==> src/rtl/pxl_ts_pkg.sv <==
package pxl_ts_pkg;
  localparam int unsigned TS_W_DEF = 5;
  localparam int unsigned NHIT_DEF = 2;

  typedef enum logic {
    PH_DETECT = 1'b0,
    PH_READ   = 1'b1
  } phase_e;
endpackage

==> src/rtl/pxl_mask_cell.sv <==
module pxl_mask_cell (
  input  logic clk,
  input  logic shift_en,
  input  logic ser_in,
  output logic mask_q
);
  // Deliberately not reset: the kill mask survives a master reset.
  always_ff @(posedge clk) begin
    if (shift_en) mask_q <= ser_in;
  end
endmodule

==> src/rtl/pxl_hit_store.sv <==
module pxl_hit_store #(
  parameter int unsigned TS_W = 5,
  parameter int unsigned NHIT = 2
) (
  input  logic                       clk,
  input  logic                       rst_n,
  input  logic [TS_W-1:0]            ts_bus,
  input  logic                       hit_ok,
  input  logic [NHIT-1:0]            clr_vec,
  output logic [NHIT-1:0]            flags,
  output logic [NHIT-1:0][TS_W-1:0]  stamps
);
  // prior_full[i] is high when every slot below i already holds a hit.
  logic [NHIT:0] prior_full;
  assign prior_full[0] = 1'b1;

  for (genvar i = 0; i < NHIT; i++) begin : g_slot
    logic            flag_q;
    logic [TS_W-1:0] stamp_q;
    logic            take;

    assign prior_full[i+1] = prior_full[i] & flag_q;
    assign take            = hit_ok & prior_full[i] & ~flag_q;

    always_ff @(posedge clk or negedge rst_n) begin
      if (!rst_n)          flag_q <= 1'b0;
      else if (take)       flag_q <= 1'b1;
      else if (clr_vec[i]) flag_q <= 1'b0;
    end

    // Tracks the broadcast bus until the slot is filled, then holds.
    always_ff @(posedge clk) begin
      if (!flag_q) stamp_q <= ts_bus;
    end

    assign flags[i]  = flag_q;
    assign stamps[i] = stamp_q;
  end
endmodule

==> src/rtl/pxl_token_ctrl.sv <==
module pxl_token_ctrl #(
  parameter int unsigned TS_W = 5,
  parameter int unsigned NHIT = 2
) (
  input  logic                       clk,
  input  logic                       rst_n,
  input  logic                       rd_phase,
  input  logic                       tok_in,
  input  logic                       masked,
  input  logic [NHIT-1:0]            flags,
  input  logic [NHIT-1:0][TS_W-1:0]  stamps,
  input  logic                       out_ready,
  output logic                       tok_out,
  output logic                       out_vld,
  output logic [TS_W-1:0]            ts_out,
  output logic [NHIT-1:0]            clr_vec
);
  localparam int unsigned IDX_W = (NHIT > 1) ? $clog2(NHIT) : 1;

  logic             vld_q;
  logic [IDX_W-1:0] cur_q;
  logic [TS_W-1:0]  data_q;
  logic             pending;
  logic             accept;
  logic [NHIT-1:0]  remaining;
  logic [IDX_W-1:0] pick;
  logic             any_rem;
  logic             load;

  assign pending   = (|flags) & ~masked;
  assign tok_out   = tok_in & ~pending;
  assign accept    = vld_q & out_ready;
  assign clr_vec   = accept ? (NHIT'(1) << cur_q) : '0;
  assign remaining = flags & ~clr_vec;

  // Oldest remaining slot is the lowest index still set.
  always_comb begin
    pick    = '0;
    any_rem = 1'b0;
    for (int k = NHIT - 1; k >= 0; k--) begin
      if (remaining[k]) begin
        pick    = IDX_W'(k);
        any_rem = 1'b1;
      end
    end
  end

  assign load = rd_phase & tok_in & any_rem & ~masked & (~vld_q | accept);

  always_ff @(posedge clk or negedge rst_n) begin
    if (!rst_n) begin
      vld_q  <= 1'b0;
      cur_q  <= '0;
      data_q <= '0;
    end else if (load) begin
      vld_q  <= 1'b1;
      cur_q  <= pick;
      data_q <= stamps[pick];
    end else if (accept) begin
      vld_q  <= 1'b0;
    end
  end

  assign out_vld = vld_q;
  assign ts_out  = vld_q ? data_q : '0;
endmodule

==> src/rtl/pxl_twohit_cell.sv <==
module pxl_twohit_cell
  import pxl_ts_pkg::*;
#(
  parameter int unsigned TS_W = TS_W_DEF,
  parameter int unsigned NHIT = NHIT_DEF
) (
  input  logic            clk,
  input  logic            rst_n,
  input  logic [TS_W-1:0] ts_bus,
  input  logic            hit_i,
  input  logic            ro_en,
  input  logic            mask_shift,
  input  logic            mask_si,
  output logic            mask_so,
  input  logic            tok_in,
  output logic            tok_out,
  output logic            get_x,
  output logic            get_y,
  output logic [TS_W-1:0] ts_out,
  input  logic            out_ready
);
  phase_e                     phase;
  logic                       mask_q;
  logic                       hit_ok;
  logic                       out_vld;
  logic [NHIT-1:0]            flags;
  logic [NHIT-1:0]            clr_vec;
  logic [NHIT-1:0][TS_W-1:0]  stamps;

  assign phase  = phase_e'(ro_en);
  assign hit_ok = hit_i & (phase == PH_DETECT) & ~mask_q;

  pxl_mask_cell u_mask (
    .clk      (clk),
    .shift_en (mask_shift),
    .ser_in   (mask_si),
    .mask_q   (mask_q)
  );

  pxl_hit_store #(.TS_W(TS_W), .NHIT(NHIT)) u_store (
    .clk     (clk),
    .rst_n   (rst_n),
    .ts_bus  (ts_bus),
    .hit_ok  (hit_ok),
    .clr_vec (clr_vec),
    .flags   (flags),
    .stamps  (stamps)
  );

  pxl_token_ctrl #(.TS_W(TS_W), .NHIT(NHIT)) u_tok (
    .clk       (clk),
    .rst_n     (rst_n),
    .rd_phase  (phase == PH_READ),
    .tok_in    (tok_in),
    .masked    (mask_q),
    .flags     (flags),
    .stamps    (stamps),
    .out_ready (out_ready),
    .tok_out   (tok_out),
    .out_vld   (out_vld),
    .ts_out    (ts_out),
    .clr_vec   (clr_vec)
  );

  assign mask_so = mask_q;
  assign get_x   = out_vld;
  assign get_y   = out_vld;
endmodule

==> config.mk <==
export PLATFORM = sky130hd
export DESIGN_NAME = pxl_twohit_cell
export DESIGN_NICKNAME = d
export VERILOG_FILES = /design/src/rtl/pxl_ts_pkg.sv /design/src/rtl/pxl_mask_cell.sv /design/src/rtl/pxl_hit_store.sv /design/src/rtl/pxl_token_ctrl.sv /design/src/rtl/pxl_twohit_cell.sv
export SDC_FILE = /design/constraint.sdc
export NUM_CORES = 1
export LEC_CHECK = 0
export BUFFER_PORTS_ARGS = -buffer_cell sky130_fd_sc_hd__buf_2
export CAP_MARGIN = 20
export CELL_PAD_IN_SITES_DETAIL_PLACEMENT = 1
export CELL_PAD_IN_SITES_GLOBAL_PLACEMENT = 1
export CORE_AREA = 4 4 50 52
export CTS_CLUSTER_SIZE = 20
export DETAILED_ROUTE_END_ITERATION = 8
export DIE_AREA = 0 0 54 56
export MAX_ROUTING_LAYER = met4
export PLACE_DENSITY_LB_ADDON = 0.1
export SLEW_MARGIN = 10
export SYNTH_ARGS = -nofsm -noshare
export SYNTH_HDL_FRONTEND = slang
export SYNTH_SLANG_ARGS = --single-unit
==> constraint.sdc <==
create_clock -name clk -period 1.9 [get_ports clk]
set_input_delay 0.38 -clock clk [delete_from_list [all_inputs] [get_ports clk]]
set_output_delay 0.38 -clock clk [all_outputs]
set_load 0.005 [all_outputs]
Word level (Yosys, flattened, before mapping)
Index checks and enable logic that the tools add are counted.
{"block": "classes", "bitwise": 21, "n_lt_le_gt_ge": 1, "shifts": 1, "reduce_logical": 4, "mux": 13}
{"operator": "$mux W5", "count": 3}
{"operator": "$and A1 B1 Y1", "count": 12}
{"operator": "$mux W1", "count": 9}
{"operator": "$not A1 Y1", "count": 6}
{"operator": "$reduce_bool A2 Y1", "count": 3}
{"operator": "$and A2 B2 Y2", "count": 1}
{"operator": "$lt A1 B2 Y1 const B", "count": 1}
{"operator": "$mux W2", "count": 1}
{"operator": "$not A2 Y2", "count": 1}
{"operator": "$reduce_or A2 Y1", "count": 1}
{"operator": "$shl A1 B1 Y2 const A", "count": 1}
{"operator": "$or A1 B1 Y1", "count": 1}
{"block": "word_totals", "output_inout_bits": 9, "register_bits": 20}

Longest topological paths before layout
{"block": "depth", "depth_word": 10, "mapped_depth": 5, "mapped_depth_nobuf": 4}

Modules after synthesis
Synthesis repeated with hierarchy kept, for this count alone.
{"block": "hier_totals", "hier_cells": 62, "hier_area_um2": 897.1}
{"mod": "pxl_token_ctrl", "n_inst": 1, "cells_per_inst": 39, "seq_area_each_um2": 175.2, "area_each_um2": 452.9}
{"mod": "pxl_hit_store", "n_inst": 1, "cells_per_inst": 20, "seq_area_each_um2": 350.3, "area_each_um2": 394.1}
{"mod": "pxl_mask_cell", "n_inst": 1, "cells_per_inst": 1, "seq_area_each_um2": 30.0, "area_each_um2": 30.0}
{"mod": "pxl_twohit_cell", "n_inst": 1, "cells_per_inst": 2, "seq_area_each_um2": 0.0, "area_each_um2": 20.0}

Worst setup path after synthesis
Ideal clock, no wire load.
{"block": "synth_timing", "kind": "reg2reg", "startpoint": "reg u_tok.vld_q, in the netlist u_tok.out_vld", "endpoint": "reg u_tok.data_q[0]", "t_arrival_ps": 1201, "setup_time_ps": 130, "path_slack_ps": 569, "t_required_ps": 1770, "path_stages_with_launch": 6, "path_cell_list": "dfrtp_1 -> buf_6 -> and2_4 -> o211ai_4 -> mux2i_1 -> a31oi_1"}
{"block": "synth_via", "elab_chain_len": 9, "word_cells_on_any_way": 14, "cone_classes": "mux: 6; bitwise: 8"}
{"item": "start: declaration", "line": "pxl_token_ctrl.sv:20", "text": "logic vld_q;"}
{"item": "start signal: assignment", "line": "pxl_token_ctrl.sv:52", "text": "vld_q <= 1'b0;"}
{"item": "start signal: assignment", "line": "pxl_token_ctrl.sv:56", "text": "vld_q <= 1'b1;"}
{"item": "start signal: assignment", "line": "pxl_token_ctrl.sv:60", "text": "vld_q <= 1'b0;"}
{"item": "$and A1 B1 Y1", "line": "pxl_token_ctrl.sv:32", "text": "assign accept = vld_q & out_ready;"}
{"item": "$mux W2", "line": "pxl_token_ctrl.sv:33", "text": "assign clr_vec = accept ? (NHIT'(1) << cur_q) : '0;"}
{"item": "$not A2 Y2", "line": "pxl_token_ctrl.sv:34", "text": "assign remaining = flags & ~clr_vec;"}
{"item": "$and A2 B2 Y2", "line": "pxl_token_ctrl.sv:34"}
{"item": "$mux W1 (2 in series)", "line": "pxl_token_ctrl.sv:41", "text": "if (remaining[k]) begin"}
{"item": "$and A1 B1 Y1 (3 in series)", "line": "pxl_token_ctrl.sv:48", "text": "assign load = rd_phase & tok_in & any_rem & ~masked & (~vld_q | accept);"}
{"item": "end signal: assignment", "line": "pxl_token_ctrl.sv:58", "text": "data_q <= stamps[pick];"}
{"item": "end: declaration", "line": "pxl_token_ctrl.sv:22", "text": "logic [TS_W-1:0] data_q;"}
Parallel ways exist; a longest one is shown, timed or not. The select of a mux whose other input is x is not followed.
A chain may end at the register's enable or synchronous reset.

Worst setup path in the final report
{"block": "layout_timing", "startpoint": "reg u_store.g_slot[1].flag_q", "endpoint": "out tok_out"}
{"block": "layout_via", "elab_chain_len": 4}
{"item": "start: declaration", "line": "pxl_hit_store.sv:18", "text": "logic flag_q;"}
{"item": "start signal: assignment", "line": "pxl_hit_store.sv:26", "text": "if (!rst_n) flag_q <= 1'b0;"}
{"item": "start signal: assignment", "line": "pxl_hit_store.sv:27", "text": "else if (take) flag_q <= 1'b1;"}
{"item": "start signal: assignment", "line": "pxl_hit_store.sv:28", "text": "else if (clr_vec[i]) flag_q <= 1'b0;"}
{"item": "$reduce_or A2 Y1", "line": "pxl_token_ctrl.sv:30", "text": "assign pending = (|flags) & ~masked;"}
{"item": "$and A1 B1 Y1", "line": "pxl_token_ctrl.sv:30"}
{"item": "$not A1 Y1", "line": "pxl_token_ctrl.sv:31", "text": "assign tok_out = tok_in & ~pending;"}
{"item": "$and A1 B1 Y1", "line": "pxl_token_ctrl.sv:31"}
{"item": "end: declaration", "line": "pxl_twohit_cell.sv:16", "text": "output logic tok_out,"}
Every way passes these cells.

==> flow_summary_export.csv <==
group,metric,value,unit
status,outcome,"complete, no violations",
logic_synthesis,synth_fp_nets,79,
global_route,grt_first_pass_wirelength,2.642,mm
worst_setup_path,crit_fanout,6,
cells_and_area,fin_nets,103,
floorplanning,core,0.002106,mm^2
timing,setup_viol,0,
global_route,overflow,0,
route,drt-vias-per-instance,4.829,
route,initialDrtViolationCount,7,
run,maxCapViolCount,0,
logic_synthesis,syn_area,868.3,um^2
clock_network,numCtsBuffers,3,
hold_path,worstHoldStart,"mask_si",
pwr,vdd_drop_max,0.6280,mV
clock_network,clockRootBuffer,"clkbuf_4",
pwr,power_frac_comb,30.1,%
worst_setup_path,reg2reg_slack,320,ps
worst_setup_path,crit_path_end_kind,"output port",
route,first_pass_iters,4,
global_route,grt_pass1_vias,592,
global_route,grt_max_degree,13,
timing,finalClockSkew,4.266,ps
logic_synthesis,yosysUniqueCellTypes,23,
route,antenna_left,0,
floorplanning,start_util,41.24,%
worst_setup_path,rr_startpoint,"u_store.g_slot[1].flag_q",
logic_synthesis,synth.avg_cell_area,13.16,um^2
cells_and_area,diodes,0,
logic_synthesis,synthCells,66,
global_route,track_usage,12.34,%
hold_path,hp-class,"input pin to register",
timing,hold_viol_final,0,
hold_path,whs_path_depth,1,
floorplanning,rows,17,
route,wirelength,1.534,mm
pwr,p_seq_share,54.9,%
clock_network,clkSlewWorstSetupHoldPaths,110,ps
pwr,powerDensity,1311,mW/mm^2
clock_network,clk_path_buf_depth,2,
clock_network,cts_tree,"built",
logic_synthesis,ys_seq_area_share,63.98,%
timing,fmax,0.6257,GHz
timing,fin_crit,1598,ps
timing,relSlewSlack,54.94,%
worst_setup_path,crit_type,"register to output port",
placed_design,dpl.hpwl,1.177,mm
global_route,antenna_found_initial,0,
timing,fin_setup_tns,0,ps
pwr,clkPwrFrac,15.0,%
route,wire_per_inst,13.11,um
worst_setup_path,cp-start-kind,"register",
floorplanning,ios,22,
timing,period_share,84.12,%
timing,rsz0062_at_grt,"false",
clock_network,htreeDepth,1,
logic_synthesis,yosys_register_bits,20,
floorplanning,dieArea,0.003024,mm^2
logic_synthesis,yosysWarnings,0,
worst_setup_path,reg2reg_depth,4,
cells_and_area,syn_to_final_growth,17.87,%
route,drc,0,
pwr,switchingPower,446.8,uW
route,routed-via-count,565,
floorplanning,die_y,56,um
timing,worst_pin_slew,671.4,ps
cells_and_area,final_util,48.60,%
pwr,swShare,33.30,%
worst_setup_path,timing.rr.end,"u_tok.cur_q",
clock_network,clock_latency,290,ps
worst_setup_path,critPathArrivalTime,1220,ps
floorplanning,die_x,54,um
clock_network,numClockSinks,20,
pwr,p_int,895.0,uW
hold_path,min_to,"u_mask.mask_q",
placed_design,gp_congestion,0.7351,
worst_setup_path,worstPathRequired,1520,ps
pwr,p_leak,0.4694,nW
timing,drv_slew,0,
placed_design,io_buffers,21,
cells_and_area,drive_gt1_share,31.46,%
[worst max path at each step]
stage	from	to	slack [ps]	cells past startpoint
2_1_floorplan	u_tok.out_vld	u_tok.data_q[0]	570	5
3_3_place_gp	u_store.g_slot[1].flag_q	u_tok.cur_q	410	4
3_5_place_dp	u_store.g_slot[1].flag_q	u_tok.cur_q	340	4
4_1_cts	u_mask.mask_q	tok_out	290	3
5_1_grt	u_store.g_slot[1].flag_q	u_tok.data_q[3]	160	4
6_report	u_store.g_slot[1].flag_q	tok_out	300	3
[flip-flops by register name, indices dropped and copies added, names as in the netlist]
register                cells
u_mask.mask_q               1
u_tok.out_vld               1
u_tok.cur_q                 1
u_store.g_slot.flag_q       2
u_tok.data_q                5
u_store.g_slot.stamp_q     10
[cell usage after synthesis (all sizes together)]
| master | instances | area (um^2) |
|---|---|---|
| o211ai | 1 | 21.27 |
| inv | 4 | 15.01 |
| dfrtp | 9 | 225.2 |
| o31ai | 1 | 7.510 |
| nand3 | 1 | 5.000 |
| buf | 4 | 28.78 |
| nand2b | 1 | 6.260 |
| a21o | 1 | 7.510 |
| mux2i | 7 | 70.07 |
| a21oi | 5 | 25.02 |
| a22o | 1 | 8.760 |
| nor2 | 1 | 3.750 |
| edfxtp | 11 | 330.3 |
| o21bai | 1 | 7.510 |
| nand2 | 4 | 15.01 |
| a31oi | 5 | 31.28 |
| o41ai | 1 | 8.760 |
| o21ai | 1 | 5.000 |
| and2 | 7 | 46.30 |
[power groups by stage]
| stage | clock network, mW | logic [mW] | registers, mW |
|---|---|---|---|
| 6_report | 0.201 | 0.404 | 0.737 |
| 5_1_grt | 0.237 | 0.461 | 0.759 |
| 4_1_cts | 0.210 | 0.415 | 0.738 |
| 3_5_place_dp | 0 | 0.413 | 0.747 |
| 3_3_place_gp | 0 | 0.403 | 0.740 |
| 2_1_floorplan | 0 | 0.321 | 0.713 |
[worst max-delay path, stage by stage, from the launching register on]
cell	delay, ps
dfrtp_1	470
o21bai_1	210
and2_1	150
buf_2	100
[through the flow]
stage	power, mW	worst slack, ps	std cells	area, um^2	hold WS, ps
6_report	1.342	301.7	117	1023	258.5
5_1_grt	1.458	159.2	117	1023	229.6
4_1_cts	1.363	288.7	117	1023	248.6
3_5_place_dp	1.160	344.8	112	987.2	244.1
3_3_place_gp	1.143	409.8	112	987.2	245.4
2_1_floorplan	1.035	568.7	66	868.3	84.41
[final cells by class]
| type | count | area [um^2] |
|---|---|---|
| repair buffers | 23 | 122.6 |
| inverters | 4 | 15.01 |
| multi-input cells | 38 | 269.0 |
| clock buffers | 3 | 22.52 |
| fillers | 241 | 1082 |
| flip-flops and latches | 20 | 555.5 |
| clock inverters | 1 | 3.754 |
| well taps | 28 | 35.03 |
[routing by layer]
layer | global-route usage [%] | up-vias | wire [um]
li1 | - | 283 | -
met5 | - | - | 0
met3 | 3.753 | 2 | 113
met2 | 17.65 | 18 | 703
met4 | 4.270 | 0 | 8
met1 | 16.47 | 262 | 708
[logic make-up (layout without fill, tap and decap cells)]
kind of cell | after synthesis | after routing | share of synthesized area [%]
flops | 20 | 20 | 63.98
compound gates | 17 | 17 | 14.12
simple gates | 14 | 14 | 8.789
buf+inv | 8 | 31 | 5.043
mux | 7 | 7 | 8.069
[cells in the final DEF (no fill, tap or decap), types with 3 or more instances in the layout]
cell and instances:
a21oi_1 5, a31oi_1 5, and2_1 6, buf_2 21
clkbuf_4 3, dfrtp_1 9, edfxtp_1 11, inv_1 3
mux2i_1 7, nand2_1 4
[repair_timing]
action,CTS,global route
resized for setup,0,0
endpoints found under the hold margin,9,0
buffers inserted,0,0
hold buffers,1,0
(Power assumes the default switching activity.)
